[config.mk]
export PLATFORM = sky130hd
export DESIGN_NAME = flash_poll_ctrl
export DESIGN_NICKNAME = d
export VERILOG_FILES = /design/src/rtl/flash_poll_pkg.sv /design/src/rtl/flash_poll_eval.sv /design/src/rtl/flash_poll_wdog.sv /design/src/rtl/flash_poll_fsm.sv /design/src/rtl/flash_poll_ctrl.sv
export SDC_FILE = /design/constraint.sdc
export NUM_CORES = 1
export LEC_CHECK = 0
export BUFFER_PORTS_ARGS = -buffer_cell sky130_fd_sc_hd__clkbuf_2
export CAP_MARGIN = 0
export CORE_AREA = 8 8 61 101
export CTS_CLUSTER_SIZE = 14
export DETAILED_ROUTE_END_ITERATION = 7
export DIE_AREA = 0 0 69 109
export GPL_TIMING_DRIVEN = 1
export PLACE_DENSITY_LB_ADDON = 0.3
export SLEW_MARGIN = 20
export SYNTH_ARGS = -nofsm -noshare
export SYNTH_HDL_FRONTEND = slang
export SYNTH_SLANG_ARGS = --single-unit
[constraint.sdc]
create_clock -name clk -period 3.6 [get_ports clk]
set_input_delay 0.54 -clock clk [delete_from_list [all_inputs] [get_ports clk]]
set_output_delay 0.54 -clock clk [all_outputs]
set_load 0.01 [all_outputs]
[src/rtl/flash_poll_pkg.sv]
package flash_poll_pkg;

   typedef enum logic [1:0] {
      ST_IDLE = 2'd0,
      ST_REQ  = 2'd1,
      ST_WAIT = 2'd2
   } poll_state_e;

   typedef enum logic [1:0] {
      PH_POLL    = 2'd0,
      PH_CONFIRM = 2'd1,
      PH_FINAL   = 2'd2
   } poll_phase_e;

   typedef struct packed {
      logic agree;    // status bit 7 equals target
      logic expired;  // device time-limit flag (bit 5)
   } poll_eval_t;

endpackage

[src/rtl/flash_poll_eval.sv]
module flash_poll_eval
   import flash_poll_pkg::*;
#(
   parameter bit INVERT_TMO = 1'b0
) (
   input  logic       st7_i,
   input  logic       st5_i,
   input  logic       target7_i,
   output poll_eval_t eval_o
);

   logic tmo_raw;

   generate
      if (INVERT_TMO) begin : g_tmo_low
         assign tmo_raw = ~st5_i;
      end else begin : g_tmo_high
         assign tmo_raw = st5_i;
      end
   endgenerate

   always_comb begin
      eval_o.agree   = (st7_i == target7_i);
      eval_o.expired = tmo_raw;
   end

endmodule

[src/rtl/flash_poll_wdog.sv]
module flash_poll_wdog #(
   parameter bit WDOG_EN  = 1'b1,
   parameter int WDOG_MAX = 4096
) (
   input  logic clk,
   input  logic rst_n,
   input  logic clear_i,
   input  logic inc_i,
   output logic expire_o
);

   localparam int CNT_W = (WDOG_MAX < 2) ? 1 : $clog2(WDOG_MAX + 1);

   generate
      if (WDOG_EN) begin : g_limit
         logic [CNT_W-1:0] cnt_q;

         always_ff @(posedge clk) begin
            if (!rst_n)        cnt_q <= '0;
            else if (clear_i)  cnt_q <= '0;
            else if (inc_i && (cnt_q != CNT_W'(WDOG_MAX))) cnt_q <= cnt_q + 1'b1;
         end

         // current beat is the WDOG_MAX-th polling read
         assign expire_o = (cnt_q == CNT_W'(WDOG_MAX - 1));

         assert_wdog_bound_R7: assert property (@(posedge clk) disable iff (!rst_n)
            cnt_q <= CNT_W'(WDOG_MAX));
         assert_wdog_clear_R7: assert property (@(posedge clk) disable iff (!rst_n)
            clear_i |=> (cnt_q == '0));
      end else begin : g_nolimit
         logic unused_wd;
         assign unused_wd = ^{clk, rst_n, clear_i, inc_i};
         assign expire_o  = 1'b0;
      end
   endgenerate

endmodule

[src/rtl/flash_poll_fsm.sv]
module flash_poll_fsm
   import flash_poll_pkg::*;
(
   input  logic       clk,
   input  logic       rst_n,
   input  logic       start_i,
   input  logic       req_ready_i,
   input  logic       rsp_valid_i,
   input  poll_eval_t eval_i,
   input  logic       wd_expire_i,
   output logic       busy_o,
   output logic       req_valid_o,
   output logic       load_o,
   output logic       poll_beat_o,
   output logic       capture_o,
   output logic       done_o,
   output logic       pass_o,
   output logic       fail_o
);

   poll_state_e state_q, state_d;
   poll_phase_e phase_q, phase_d;
   logic        fin_pass, fin_fail;
   logic        rsp_take;

   assign rsp_take = (state_q == ST_WAIT) && rsp_valid_i;

   always_comb begin
      state_d  = state_q;
      phase_d  = phase_q;
      fin_pass = 1'b0;
      fin_fail = 1'b0;
      unique case (state_q)
         ST_IDLE: begin
            if (start_i) begin
               state_d = ST_REQ;
               phase_d = PH_POLL;
            end
         end
         ST_REQ: begin
            if (req_ready_i) state_d = ST_WAIT;
         end
         ST_WAIT: begin
            if (rsp_valid_i) begin
               unique case (phase_q)
                  PH_POLL: begin
                     if (eval_i.agree) begin
                        phase_d = PH_FINAL;
                        state_d = ST_REQ;
                     end else if (eval_i.expired) begin
                        phase_d = PH_CONFIRM;
                        state_d = ST_REQ;
                     end else if (wd_expire_i) begin
                        fin_fail = 1'b1;
                        state_d  = ST_IDLE;
                     end else begin
                        state_d = ST_REQ;
                     end
                  end
                  PH_CONFIRM: begin
                     if (eval_i.agree) begin
                        phase_d = PH_FINAL;
                        state_d = ST_REQ;
                     end else begin
                        fin_fail = 1'b1;
                        state_d  = ST_IDLE;
                     end
                  end
                  default: begin
                     fin_pass = 1'b1;
                     state_d  = ST_IDLE;
                  end
               endcase
            end
         end
         default: state_d = ST_IDLE;
      endcase
   end

   always_ff @(posedge clk) begin
      if (!rst_n) begin
         state_q <= ST_IDLE;
         phase_q <= PH_POLL;
         done_o  <= 1'b0;
         pass_o  <= 1'b0;
         fail_o  <= 1'b0;
      end else begin
         state_q <= state_d;
         phase_q <= phase_d;
         done_o  <= fin_pass | fin_fail;
         pass_o  <= fin_pass;
         fail_o  <= fin_fail;
      end
   end

   assign busy_o      = (state_q != ST_IDLE);
   assign req_valid_o = (state_q == ST_REQ);
   assign load_o      = (state_q == ST_IDLE) && start_i;
   assign poll_beat_o = rsp_take && (phase_q == PH_POLL);
   assign capture_o   = fin_pass | fin_fail;

   assert_result_onehot_R8: assert property (@(posedge clk) disable iff (!rst_n)
      (pass_o | fail_o) |-> (done_o && (pass_o ^ fail_o)));
   assert_done_pulse_R8: assert property (@(posedge clk) disable iff (!rst_n)
      done_o |=> !done_o);
   assert_done_after_beat_R8: assert property (@(posedge clk) disable iff (!rst_n)
      done_o |-> $past(rsp_valid_i));
   assert_one_outstanding_R10: assert property (@(posedge clk) disable iff (!rst_n)
      (req_valid_o && req_ready_i) |=> !req_valid_o);
   assert_req_hold_R2: assert property (@(posedge clk) disable iff (!rst_n)
      (req_valid_o && !req_ready_i) |=> req_valid_o);
   assert_idle_quiet_R1: assert property (@(posedge clk) disable iff (!rst_n)
      done_o |-> !req_valid_o);

endmodule

[src/rtl/flash_poll_ctrl.sv]
module flash_poll_ctrl
   import flash_poll_pkg::*;
#(
   parameter int ADDR_W   = 20,
   parameter int DATA_W   = 8,
   parameter bit WDOG_EN  = 1'b1,
   parameter int WDOG_MAX = 4096
) (
   input  logic              clk,
   input  logic              rst_n,
   input  logic              start_i,
   input  logic              op_erase_i,
   input  logic [ADDR_W-1:0] addr_i,
   input  logic [DATA_W-1:0] exp_data_i,
   output logic              busy_o,
   output logic              rd_req_valid_o,
   input  logic              rd_req_ready_i,
   output logic [ADDR_W-1:0] rd_req_addr_o,
   input  logic              rd_rsp_valid_i,
   input  logic [DATA_W-1:0] rd_rsp_data_i,
   output logic              done_o,
   output logic              pass_o,
   output logic              fail_o,
   output logic [DATA_W-1:0] final_data_o
);

   localparam int ST7_POS = 7;
   localparam int ST5_POS = 5;

   generate
      if (DATA_W < 8) begin : g_chk_width
         $error("flash_poll_ctrl: DATA_W must be at least 8");
      end
      if (ADDR_W < 1) begin : g_chk_addr
         $error("flash_poll_ctrl: ADDR_W must be at least 1");
      end
      if (WDOG_EN && (WDOG_MAX < 1)) begin : g_chk_wdog
         $error("flash_poll_ctrl: WDOG_MAX must be at least 1");
      end
   endgenerate

   logic [ADDR_W-1:0] addr_q;
   logic              target7_q;
   logic [DATA_W-1:0] data_q;
   logic              load, poll_beat, capture, wd_expire;
   poll_eval_t        eval;

   always_ff @(posedge clk) begin
      if (!rst_n) begin
         addr_q    <= '0;
         target7_q <= 1'b0;
         data_q    <= '0;
      end else begin
         if (load) begin
            addr_q    <= addr_i;
            target7_q <= op_erase_i ? 1'b1 : exp_data_i[ST7_POS];
         end
         if (capture) data_q <= rd_rsp_data_i;
      end
   end

   flash_poll_eval #(
      .INVERT_TMO(1'b0)
   ) u_eval (
      .st7_i    (rd_rsp_data_i[ST7_POS]),
      .st5_i    (rd_rsp_data_i[ST5_POS]),
      .target7_i(target7_q),
      .eval_o   (eval)
   );

   flash_poll_wdog #(
      .WDOG_EN (WDOG_EN),
      .WDOG_MAX(WDOG_MAX)
   ) u_wdog (
      .clk     (clk),
      .rst_n   (rst_n),
      .clear_i (load),
      .inc_i   (poll_beat),
      .expire_o(wd_expire)
   );

   flash_poll_fsm u_fsm (
      .clk        (clk),
      .rst_n      (rst_n),
      .start_i    (start_i),
      .req_ready_i(rd_req_ready_i),
      .rsp_valid_i(rd_rsp_valid_i),
      .eval_i     (eval),
      .wd_expire_i(wd_expire),
      .busy_o     (busy_o),
      .req_valid_o(rd_req_valid_o),
      .load_o     (load),
      .poll_beat_o(poll_beat),
      .capture_o  (capture),
      .done_o     (done_o),
      .pass_o     (pass_o),
      .fail_o     (fail_o)
   );

   assign rd_req_addr_o = addr_q;
   assign final_data_o  = data_q;

   assert_addr_hold_R2: assert property (@(posedge clk) disable iff (!rst_n)
      (rd_req_valid_o && !rd_req_ready_i) |=> $stable(rd_req_addr_o));
   assert_start_ignored_R9: assert property (@(posedge clk) disable iff (!rst_n)
      (busy_o && start_i) |=> ($stable(rd_req_addr_o) && $stable(target7_q)));
   assert_target_erase_R3: assert property (@(posedge clk) disable iff (!rst_n)
      (!busy_o && start_i && op_erase_i) |=> target7_q);
   assert_data_on_done_R4: assert property (@(posedge clk) disable iff (!rst_n)
      done_o |-> (final_data_o == $past(rd_rsp_data_i)));

endmodule

### Word-level counts from Yosys, hierarchy flattened

Index checks and enable logic that the tools add are counted.

* add/sub/neg operators: 1
* $mul: 0
* divide/modulo/power cells: 0
* order comparisons: 0
* eq/ne operators: 12
* shift-type cells: 0
* multiplexer cells: 27
* bitwise operators: 2
* reduce and logical (&&, ||, !) cells: 12

Operators by type and width (count)
* $mux 2: 10
* $add 13x1->13 const B: 1
* $eq 13x12->1 const B: 1
* $ne 13x13->1 const B: 1
* $mux 1: 12
* $pmux 2 s2: 3
* $ne 3x3->1 const B: 2
* $pmux 2 s3: 1
* $reduce_and 6->1: 1
* $eq 2x1->1 const B: 2
* $logic_and 1x1->1: 4
* $logic_not 2->1: 2
* $ne 2x2->1 const B: 2
* $ne 4x4->1 const B: 1
* $reduce_bool 2->1: 2
* $reduce_or 2->1: 2
* $reduce_and 3->1: 1
* $eq 2x2->1 const B: 1
* $ne 2x1->1 const B: 1
* $pmux 1 s2: 1
* $eq 1x1->1: 1
* $not 1->1: 1
* $or 1x1->1: 1

* register bits after elaboration: 49
* latch bits: 0
* bits in writable memories: 0
* bits in read-only memories: 0
* input bits: 42
* output and inout bits: 33
* logic and storage cells: 63
* memories: 0

### Depth between registers and ports, before layout

Gate-level depths: netlist (run 1).

* depth after elaboration: 8
* depth in mapped cells: 7
* depth with buffers taken out: 7

### Cells and area by module

A second synthesis (run 1) with hierarchy kept.

* cells, all modules: 222
* area total of the unflattened synthesis: 2204.6 µm²

By module, submodules not included
* flash_poll_ctrl: times used 1, cells an instance 95, area each 1122.3 µm², sequential area each 580.6 µm²
* flash_poll_wdog: times used 1, cells an instance 84, area each 724.4 µm², sequential area each 260.2 µm²
* flash_poll_fsm: times used 1, cells an instance 41, area each 341.6 µm², sequential area each 140.1 µm²
* flash_poll_eval: times used 1, cells an instance 2, area each 16.3 µm², sequential area each 0.0 µm²

### Worst setup path before layout (run 1)

No wires, ideal clock.

* path kind: input -> register
* from: input port rd_rsp_data_i[7]
* to: register data_q[0] (netlist: final_data_o[0])
* arrival time: 1814 ps
* required time: 3528 ps
* slack: 1714 ps
* stages: 5
* path buffers: 0
* cells stage by stage: xor2_1 > and3_1 > a221oi_2 > nor4_4 > mux2i_1

* cells in the longest elaborated chain, start to end: 6

RTL lines
* start, declared: RTL line flash_poll_ctrl.sv:20 `input logic [DATA_W-1:0] rd_rsp_data_i,`
* $eq 1x1->1 (*): RTL line flash_poll_eval.sv:23 `eval_o.agree = (st7_i == target7_i);`
* $mux 1, on equally long branches: RTL line flash_poll_fsm.sv:61, flash_poll_fsm.sv:47
* $pmux 1 s2 (*): RTL line flash_poll_fsm.sv:45 `unique case (phase_q)`
* $mux 1 (*): RTL line flash_poll_fsm.sv:44 `if (rsp_valid_i) begin`
* $mux 1 (*): RTL line flash_poll_fsm.sv:33 `unique case (state_q)`
* $or 1x1->1 (*): RTL line flash_poll_fsm.sv:100 `assign capture_o = fin_pass | fin_fail;`
* end signal, assigned: RTL line flash_poll_ctrl.sv:58 `if (capture) data_q <= rd_rsp_data_i;`
* end, declared: RTL line flash_poll_ctrl.sv:44 `logic [DATA_W-1:0] data_q;`

Mark *: on every way between the ends. The rest lies on a longest branch, timed or not.
A chain may end at the register's enable or synchronous reset.

### Worst setup path in the final report (run 1)

* from: register u_wdog.g_limit.cnt_q[1]
* to: register data_q[4] (netlist: final_data_o[4])

* cells in the longest elaborated chain, start to end: 8

RTL lines
* start, declared: RTL line flash_poll_wdog.sv:16 `logic [CNT_W-1:0] cnt_q;`
* start signal, assigned: RTL line flash_poll_wdog.sv:21 `else if (inc_i && (cnt_q != CNT_W'(WDOG_MAX))) cnt_q <= cnt_q + 1'b1;`
* $eq 13x12->1: RTL line flash_poll_wdog.sv:25 `assign expire_o = (cnt_q == CNT_W'(WDOG_MAX - 1));`
* $mux 1: RTL line flash_poll_fsm.sv:53 `end else if (wd_expire_i) begin`
* $mux 1: RTL line flash_poll_fsm.sv:50 `end else if (eval_i.expired) begin`
* $mux 1: RTL line flash_poll_fsm.sv:47 `if (eval_i.agree) begin`
* $pmux 1 s2: RTL line flash_poll_fsm.sv:45
* $mux 1: RTL line flash_poll_fsm.sv:44
* $mux 1: RTL line flash_poll_fsm.sv:33
* $or 1x1->1: RTL line flash_poll_fsm.sv:100

No other way between the ends.

==> key figures, run 1 <==
Yosys
  • Post-Syn Instances: about 240
  • Async set-reset flop share out of synthesis: 0%
  • Ys flop type: dfxtp_1
  • EDFF count, synth: 0
  • Adder-cell share of the synthesized area: 1.21%
  • Post-synthesis sequential area ratio: 47.3%
  • Syn_nets: 287
  • Post-synthesis simple-gate area fraction: 27.2%
  • XOR/XNOR Fraction of Synth Area: 5.06%
  • Avg Synthesized Cell Area: 8.54 um2
  • Register bit total from synthesis: 49
  • Synth Area in Compound Gates: a little under an eighth
  • Synthesized area: around 0.0021 mm2
  • YS warnings: 0
  • Largest family of logic cells by synthesized area: simple AND/OR/NAND/NOR gates
  • Synth cell types: 33
  • Mux cell area share after synthesis: 3.86%

Critical path
  • Critical R2R Launch: u_wdog.g_limit.cnt_q[1]
  • Crit path from: u_wdog.g_limit.cnt_q[1]
  • Worst Path Required: around 3800 ps
  • Critical path launch point type: flip-flop
  • Arrival @ worst endpoint: 2380 ps
  • Crit end category: flip-flop
  • Peak fanout along the critical path: 8
  • Setup Crit Path Kind: reg -> reg

Power
  • Leak Pwr: 1.10 nW
  • Pwr/cell area: 407 mW/mm2
  • Total chip power: between 1 and 1.5 mW
  • Max VDD drop: roughly 390 uV

Route
  • DRC errors left: 0
  • First DRT Iteration DRCs: 48
  • Drt pass-1 iters: 4
  • DR vias/cell: 5.04
  • Wire per inst: 13.4 um
  • Vias: 1,831
  • Antenna Nets Post-Route: 0
  • Routed WL: about 4900 um

Timing
  • Final worst path period share: 59.8%
  • Final slew viol count: 0
  • Relative slew slack: around half
  • Final-report hold violation count: 0
  • RSZ-0062 raised after global routing: no
  • Fin Hold WS: roughly 460 ps
  • Setup tns final: 0 ps
  • Min cycle time layout: 2150 ps
  • Finish-stage setup viols: 0
  • Worst Max-Slew Pin Slew: 761 ps
  • F_max: around 460 MHz
  • Final Skew: 4.31 ps

CTS
  • Later-pin clock latency in the skew report: 290 ps
  • CTS resizes: 0
  • CTS tree: built
  • Clock root buffer: clkbuf_8
  • TritonCTS buffer count: 5
  • Maximum buffer depth of the clock tree: 2
  • H-tree levels: 2
  • CTS Hold Bufs: 0
  • Reg clk slew, reported paths: 90 ps
  • CTS Sinks: 49
  • # Post-CTS Setup Buffers: 0

Finish
  • Syn-to-layout area delta: 23.2%
  • Finished layout cell area: 0.00256 mm2
  • Layout Cells excl Fill: between 300 and 400
  • # nets final: 352
  • Fraction of layout cells with a size suffix above 1: 26.2%
  • Diode count: 0

Global route
  • Gr ovfl total: 0
  • Initial antenna violation count: 0
  • Largest net degree at the start of global routing: 45
  • Number of global-route vias before repair: 1,886
  • Gr usage total: 12.6%
  • First-pass GRT wire length: just over 8000 um

Die
  • Starting density of the core: 42.8%
  • Die width: 69 um
  • Core Region: a little under 0.005 mm2
  • Die Y: ~110 um
  • I/O pins: 75
  • # rows: 34
  • Die ar.: 0.00752 mm2

Worst hold path
  • Hold Startpoint: final_data_o[0]
  • Hold WC Path Type: reg -> reg

Place
  • GPL Wtd Cong: slightly below 0.8
  • Post-Place Cells: 355
  • Port-buffer cells: 67
  • Area post-placement: ~0.0025 mm2
  • Dpl hpwl: 3680 um

Flow run
  • Maxcap violations: 0

Run status
  • Outcome: complete, no violations
registers in the layout (all words and copies together) (netlist names):
signal	flops
final_data_o	8
rd_req_addr_o	20
target7_q	1
u_fsm.done_o	1
u_fsm.fail_o	1
u_fsm.pass_o	1
u_fsm.phase_q	2
u_fsm.state_q	2
u_wdog.g_limit.cnt_q	13
critical path, stage by stage (launching register included):
cell and delay (ps):
dfxtp_1 380, ha_1 300, nor4b_1 250, and3_1 230, a221oi_2 100, nor4_4 570, mux2i_1 260
cell type report:
type	instances	area (um2)
inverters	7	26.3
clock inverters	1	5.00
repair buffers	71	365
well taps	54	67.6
flip-flops and latches	49	981
multi-input cells	174	1020
clock buffers	7	96.3
fillers	506	2290
logic make-up (layout without fill, tap and decap cells):
| kind of cell | count (synthesis) | after routing |
|---|---|---|
| AND/OR/NAND/NOR | 120 | 120 |
| flip-flops | 49 | 49 |
| AO/OA/AOI/OAI | 32 | 32 |
| buffers and inverters | 20 | 86 |
| XOR/XNOR | 12 | 12 |
| multiplexers | 8 | 8 |
| adder cells (fa/ha/maj) | 2 | 2 |
layout by cell type (no fill, tap or decap), drive strengths merged:
master and instances:
a211o 1, a21boi 20, a21oi 2, a221oi 1
a22oi 2, and2 1, and3 5, and4 2
buf 4, clkbuf 74, clkinv 1, dfxtp 49
ha 2, inv 7, mux2i 8, nand2 65
nand2b 1, nand3 6, nand3b 1, nand4 8
nor2 18, nor2b 2, nor3 2, nor3b 1
nor4 4, nor4b 3, o2111a 1, o2111ai 1
o21a 1, o21ai 3, or4 1, xnor2 1
xor2 11
final timing paths:
kind,end,slack (ps),cells after the start
max,final_data_o[4],1450,6
min,final_data_o[0],460,2
min reg2reg,final_data_o[0],460,2
max reg2reg,final_data_o[4],1450,6
where the power goes:
group	total (mW)	switching (mW)	leakage, nW	internal [mW]
registers	0.572	0.0120	0.398	0.560
logic	0.118	0.0690	0.645	0.0486
clock network	0.352	0.178	0.0542	0.174
total	1.04	0.259	1.10	0.782
layer usage:
metal | global-route usage, % | part of all wire (%) | up-vias
li1 | - | - | 946
met1 | 12.1 | 41 | 835
met2 | 24.0 | 51 | 43
met3 | 4.01 | 5.7 | 7
met4 | 5.45 | 1.9 | 0
met5 | 0 | 0 | -
synthesized netlist by cell type (5+ instances only):
cell | n | area, um2
a21boi_0 | 20 | 150
inv_1 | 7 | 26.3
dfxtp_1 | 49 | 981
clkbuf_1 | 12 | 45.0
nand4_1 | 8 | 50.1
xor2_1 | 11 | 96.3
nand2_1 | 65 | 244
and3_1 | 5 | 31.3
mux2i_1 | 8 | 80.1
nand3_1 | 6 | 30.0
nor2_1 | 18 | 67.6
through the flow:
step | utilization (%) | setup slack, ps
finish | 52.7 | 1450
global route | 52.7 | 1270
CTS | 52.7 | 1430
detailed placement | 50.6 | 1340
global placement | 50.6 | 1380
floorplan | - | 1710
Power figures use the tool's default switching activity.
==> run 2, diff against run 1 <==
==> constraint.sdc (replaced) <==
create_clock -name clk -period 2 [get_ports clk]
set_input_delay 0.3 -clock clk [delete_from_list [all_inputs] [get_ports clk]]
set_output_delay 0.3 -clock clk [all_outputs]
set_load 0.01 [all_outputs]
==> run 2 against run 1 <==
  * Maximum frequency grew 22%
  * Via count is 2.7% higher
  * Critical path depth did not move
  * Clock skew up 2.1 ps
  * Setup slack got worse by 1200 ps
  * First-iteration DRC count fell by 29%
  * Global-route usage fell by 0.056 points
  * Count of clock-buffer cells in the layout is 2 lower
  * Sequential power up 80%
  * Hold slack lost 240 ps
  * Cell count is 1.7% higher
  * Utilization increased by 1.2 points
  * Critical path type unchanged
  * Critical endpoint is now u_wdog.g_limit.cnt_q[10]
  * Highest routed layer unchanged
==> key figures, run 2 (same netlist as run 1, synthesis figures left out) <==
Run status
  • Outcome: complete, no violations

CTS
  • Reg clk slew, reported paths: 90 ps
  • H-tree levels: 2
  • Later-pin clock latency in the skew report: about 300 ps
  • CTS Sinks: 49
  • TritonCTS buffer count: 5
  • CTS resizes: 0
  • Maximum buffer depth of the clock tree: 2
  • Clock root buffer: clkbuf_8
  • CTS tree: built

Route
  • Antenna Nets Post-Route: 0
  • DRC errors left: 0
  • DR vias/cell: 5.09
  • Routed WL: 4970 um
  • Vias: ~1,900
  • Drt pass-1 iters: 4
  • First DRT Iteration DRCs: 34
  • Wire per inst: ~13 um

Finish
  • Largest register FFs: 20
  • Most common cell after layout, fill and taps aside: clkbuf_2
  • Utilization after layout: 53.9%
  • Syn-to-layout area delta: 26.0%
  • # nets final: 358
  • Diode count: 0
  • Fraction of layout cells with a size suffix above 1: 27.6%
  • Layout Cells excl Fill: around 370
  • Most frequent cells in the layout: 67 x clkbuf_2, 65 x nand2_1, 49 x dfxtp_1, 20 x a21boi_0, 18 x nor2_1

Timing
  • Final-report hold violation count: 0
  • Final Skew: 6.43 ps
  • Relative slew slack: about 73%
  • Finish-stage setup viols: 0
  • Min cycle time layout: 1760 ps
  • Setup tns final: 0 ps
  • F_max: 568 MHz
  • Worst Max-Slew Pin Slew: ~410 ps
  • Final worst path period share: 88.1%
  • Fin Hold WS: 224 ps
  • Final slew viol count: 0
  • RSZ-0062 raised after global routing: no

Global route
  • GR peak layer: met2
  • First-pass GRT wire length: 8020 um
  • Met3 Usage GRT: between 4 and 5%
  • Initial antenna violation count: 0
  • Gr ovfl total: 0
  • Number of global-route vias before repair: between 1,500 and 2,000
  • Met2 Track Usage GR: between 20% and 30%
  • Gr usage total: 12.6%
  • Largest net degree at the start of global routing: 45
  • Met1 Use GR: around an eighth

Flow run
  • Maxcap violations: 0

Die
  • # rows: 34
  • I/O pins: 75
  • Die ar.: 0.00752 mm2
  • Die width: 69 um
  • Die Y: 109 um
  • Starting density of the core: 42.8%
  • Core Region: roughly 0.0048 mm2

Power
  • Leak Pwr: 1.13 nW
  • Pwr/cell area: 748 mW/mm2
  • Max VDD drop: 708 uV

Place
  • Post-Place Cells: around 360
  • Port-buffer cells: 67
  • GPL Wtd Cong: a little over 0.8
  • Dpl hpwl: 3770 um

Critical path
  • Critical path launch point type: flip-flop
  • Setup Crit Path Kind: reg -> reg
  • Arrival @ worst endpoint: 2000 ps
  • Crit end category: flip-flop
  • Crit path from: u_wdog.g_limit.cnt_q[2]
  • Worst Path Required: approximately 2200 ps
  • Critical path's largest stage delay: 440 ps
  • Cell breakdown of the critical path: and4_1 > and3_1 > buf_4 > nand3_1 > or4_1 > nand2_1
  • Peak fanout along the critical path: 6
  • Crit-path slowest cell: or4_1
  • Critical R2R Launch: u_wdog.g_limit.cnt_q[2]

Worst hold path
  • Hold WC Path Type: in -> reg
  • Hold Startpoint: rd_rsp_data_i[6]
==> run 2: layout make-up <==
type | instances | area (um2)
clock inverter | 3 | 46.3
clock buffer | 5 | 68.8
tap | 54 | 67.6
multi-input combinational | 174 | 1020
fill | 479 | 2230
inverter | 7 | 26.3
sequential | 49 | 981
timing repair buffer | 77 | 410
==> run 2: layer usage <==
metal / wire length (um) / share of wire (%) / vias to the layer above
li1: - / - / 960
met2: 2650 / 53 / 41
met5: 0 / 0 / -
met3: 297 / 6.0 / 4
met4: 57 / 1.1 / 0
met1: 1960 / 40 / 875
==> run 2: final timing paths <==
path | endpoint | slack (ps) | cells after the start
setup reg to reg | u_wdog.g_limit.cnt_q[10] | 240 | 6
hold / removal | final_data_o[6] | 220 | 3
hold reg to reg | final_data_o[4] | 460 | 2
setup / recovery | u_wdog.g_limit.cnt_q[10] | 240 | 6
==> run 2: report_power, final <==
group / internal (mW) / total, mW / switching (mW)
clock: 0.374 / 0.708 / 0.334
sequential: 1.01 / 1.03 / 0.0222
combinational: 0.0933 / 0.218 / 0.125
==> run 2: timing repair <==
action / CTS / global route
buffers inserted: 0 / 2
hold buffers: 0 / 0
endpoints found under the setup margin: 0 / 8
==> run 2: through the flow <==
stage | setup WS (ps) | power (mW) | area (um2)
floorplan | 189 | 1.17 | 2080
global placement | 86.4 | 1.27 | 2490
detailed placement | 35.6 | 1.28 | 2490
CTS | 15.9 | 1.99 | 2600
global route | 92.0 | 2.04 | 2620
finish | 239 | 1.96 | 2620
==> run 2: critical path, delay by kind of cell, from the launching register on <==
| kind | cells | cell delay (ps) |
|---|---|---|
| AND/OR/NAND/NOR | 5 | 1110 |
| buffers and inverters | 1 | 160 |
| flip-flops | 1 | 420 |
==> run 3, diff against run 2 <==
==> constraint.sdc (replaced) <==
create_clock -name clk -period 1.81 [get_ports clk]
set_input_delay 0.2715 -clock clk [delete_from_list [all_inputs] [get_ports clk]]
set_output_delay 0.2715 -clock clk [all_outputs]
set_load 0.01 [all_outputs]
==> run 3 against run 2 <==
  * Hold slack worse by 29 ps
  * First-iteration DRC count rose by 94%
  * Combinational power increased by 15%
  * Register-to-register slack got worse by 110 ps
  * Clock skew increased by 1.3 ps
  * Critical path type unchanged
  * Critical endpoint is now final_data_o[6]
  * Largest cell class unchanged
  * Largest power group unchanged
  * Highest routed layer unchanged
==> key figures, run 3 (same netlist as run 1, synthesis figures left out) <==
Timing
  • RSZ-0062 raised after global routing: no
  • Relative slew slack: 76.5%
  • Final-report hold violation count: 0
  • Final worst path period share: 92.9%
  • Final slew viol count: 0
  • Setup tns final: 0 ps
  • Finish-stage setup viols: 0
  • Final worst slack: 129 ps
  • Worst Max-Slew Pin Slew: 352 ps
  • Min cycle time layout: 1680 ps
  • F_max: ~590 MHz
  • Final Skew: just under 8 ps

Die
  • Die width: 69 um
  • Starting density of the core: ~43%
  • Core Region: 0.00485 mm2
  • I/O pins: 75
  • Die Y: 109 um
  • # rows: 34
  • Die ar.: 0.00752 mm2

CTS
  • H-tree levels: 2
  • CTS Sinks: 49
  • # Post-CTS Setup Buffers: 0
  • TritonCTS buffer count: 5
  • Reg clk slew, reported paths: 90 ps
  • Maximum buffer depth of the clock tree: 2
  • Clock root buffer: clkbuf_8
  • CTS tree: built
  • Later-pin clock latency in the skew report: 300 ps

Critical path
  • CP delay by family, top: simple AND/OR/NAND/NOR gates
  • Cell breakdown of the critical path: ha_4 > nor4b_2 > and3_4 > a221oi_4 > nor4_4 > buf_4 > mux2i_1
  • Setup Crit Path Kind: reg -> reg
  • Critical path's largest stage delay: roughly 380 ps
  • Crit end category: flip-flop
  • Critical path launch point type: flip-flop
  • WP buf/inv: 1
  • Worst Path Required: 2040 ps
  • Peak fanout along the critical path: 4
  • Arrival @ worst endpoint: approximately 1900 ps
  • Crit-path slowest cell: dfxtp_4

Route
  • DR vias/cell: 5.02
  • Drt pass-1 iters: 4
  • Routed WL: 5120 um
  • Vias: 1,879
  • First DRT Iteration DRCs: 66
  • Antenna Nets Post-Route: 0
  • DRC errors left: 0
  • Wire per inst: around 14 um

Finish
  • Syn-to-layout area delta: 31.0%
  • Most frequent cells in the layout: 67 x clkbuf_2, 65 x nand2_1, 47 x dfxtp_1, 20 x a21boi_0, 18 x nor2_1
  • Layout Cells excl Fill: around 370
  • Utilization after layout: a little under three fifths
  • Most common cell after layout, fill and taps aside: clkbuf_2
  • Fraction of layout cells with a size suffix above 1: 31.3%
  • # nets final: between 300 and 400
  • Largest register FFs: 20
  • Diode count: 0

Power
  • Max VDD drop: 712 uV
  • Leak Pwr: 1.16 nW
  • Pwr/cell area: about 800 mW/mm2

Flow run
  • Maxcap violations: 0

Place
  • Port-buffer cells: 67
  • GPL Wtd Cong: 0.780
  • Post-Place Cells: between 300 and 400
  • Dpl ws: just over 70 ps
  • Dpl hpwl: 3930 um

Global route
  • First-pass GRT wire length: 8410 um
  • Gr usage total: 13.1%
  • Number of global-route vias before repair: 1,916
  • Initial antenna violation count: 0
  • Gr ovfl total: 0
  • Largest net degree at the start of global routing: 25

Run status
  • Outcome: complete, no violations

Worst hold path
  • Hold WC Path Type: in -> reg
[run 3: final cells by class]
type / count / area, um2
Fill cell: 497 / 2130
Multi-Input combinational cell: 174 / 1070
Sequential cell: 49 / 986
Timing Repair Buffer: 82 / 452
Clock buffer: 7 / 86.3
Tap cell: 54 / 67.6
Clock inverter: 1 / 30.0
Inverter: 7 / 26.3
[run 3: worst paths after layout]
check	from	endpoint	slack, ps	depth (start not counted)
worst max-delay path	u_wdog.g_limit.cnt_q[1]	final_data_o[6]	130	7
worst min-delay path	addr_i[12]	rd_req_addr_o[12]	190	3
worst max register to register	u_wdog.g_limit.cnt_q[1]	final_data_o[6]	130	7
worst min register to register	final_data_o[2]	final_data_o[2]	460	2
[run 3: through the flow]
stage,hold slack (ps),total power [mW],area [um2]
floorplan,414,1.30,2120
global placement,443,1.41,2580
detailed placement,449,1.42,2580
CTS,187,2.22,2700
global route,187,2.29,2720
finish,195,2.19,2720
[run 3: layer usage]
| layer | routed length [um] | track usage (%) |
|---|---|---|
| met2 | 2660 | 24.6 |
| met4 | 87 | 5.60 |
| met5 | 0 | 0 |
| met1 | 2030 | 12.4 |
| met3 | 335 | 5.10 |
[run 3: report_power, final]
| part | internal (mW) | leakage, nW | switching [mW] |
|---|---|---|---|
| clock | 0.451 | 0.0585 | 0.351 |
| combinational | 0.106 | 0.706 | 0.144 |
| sequential | 1.11 | 0.400 | 0.0248 |
[run 3: timing repair]
action                                  CTS  global route
hold buffers                              0             0
resized for setup                         0             6
hold endpoints to repair                  0             0
endpoints found under the setup margin    0            12
[run 3: tightest hold or removal path: cells and delay by family]
kind	cells	cell delay, ps
AOI/OAI and AO/OA	1	60
buffers and inverters	1	80
and+or+nand+nor	1	40
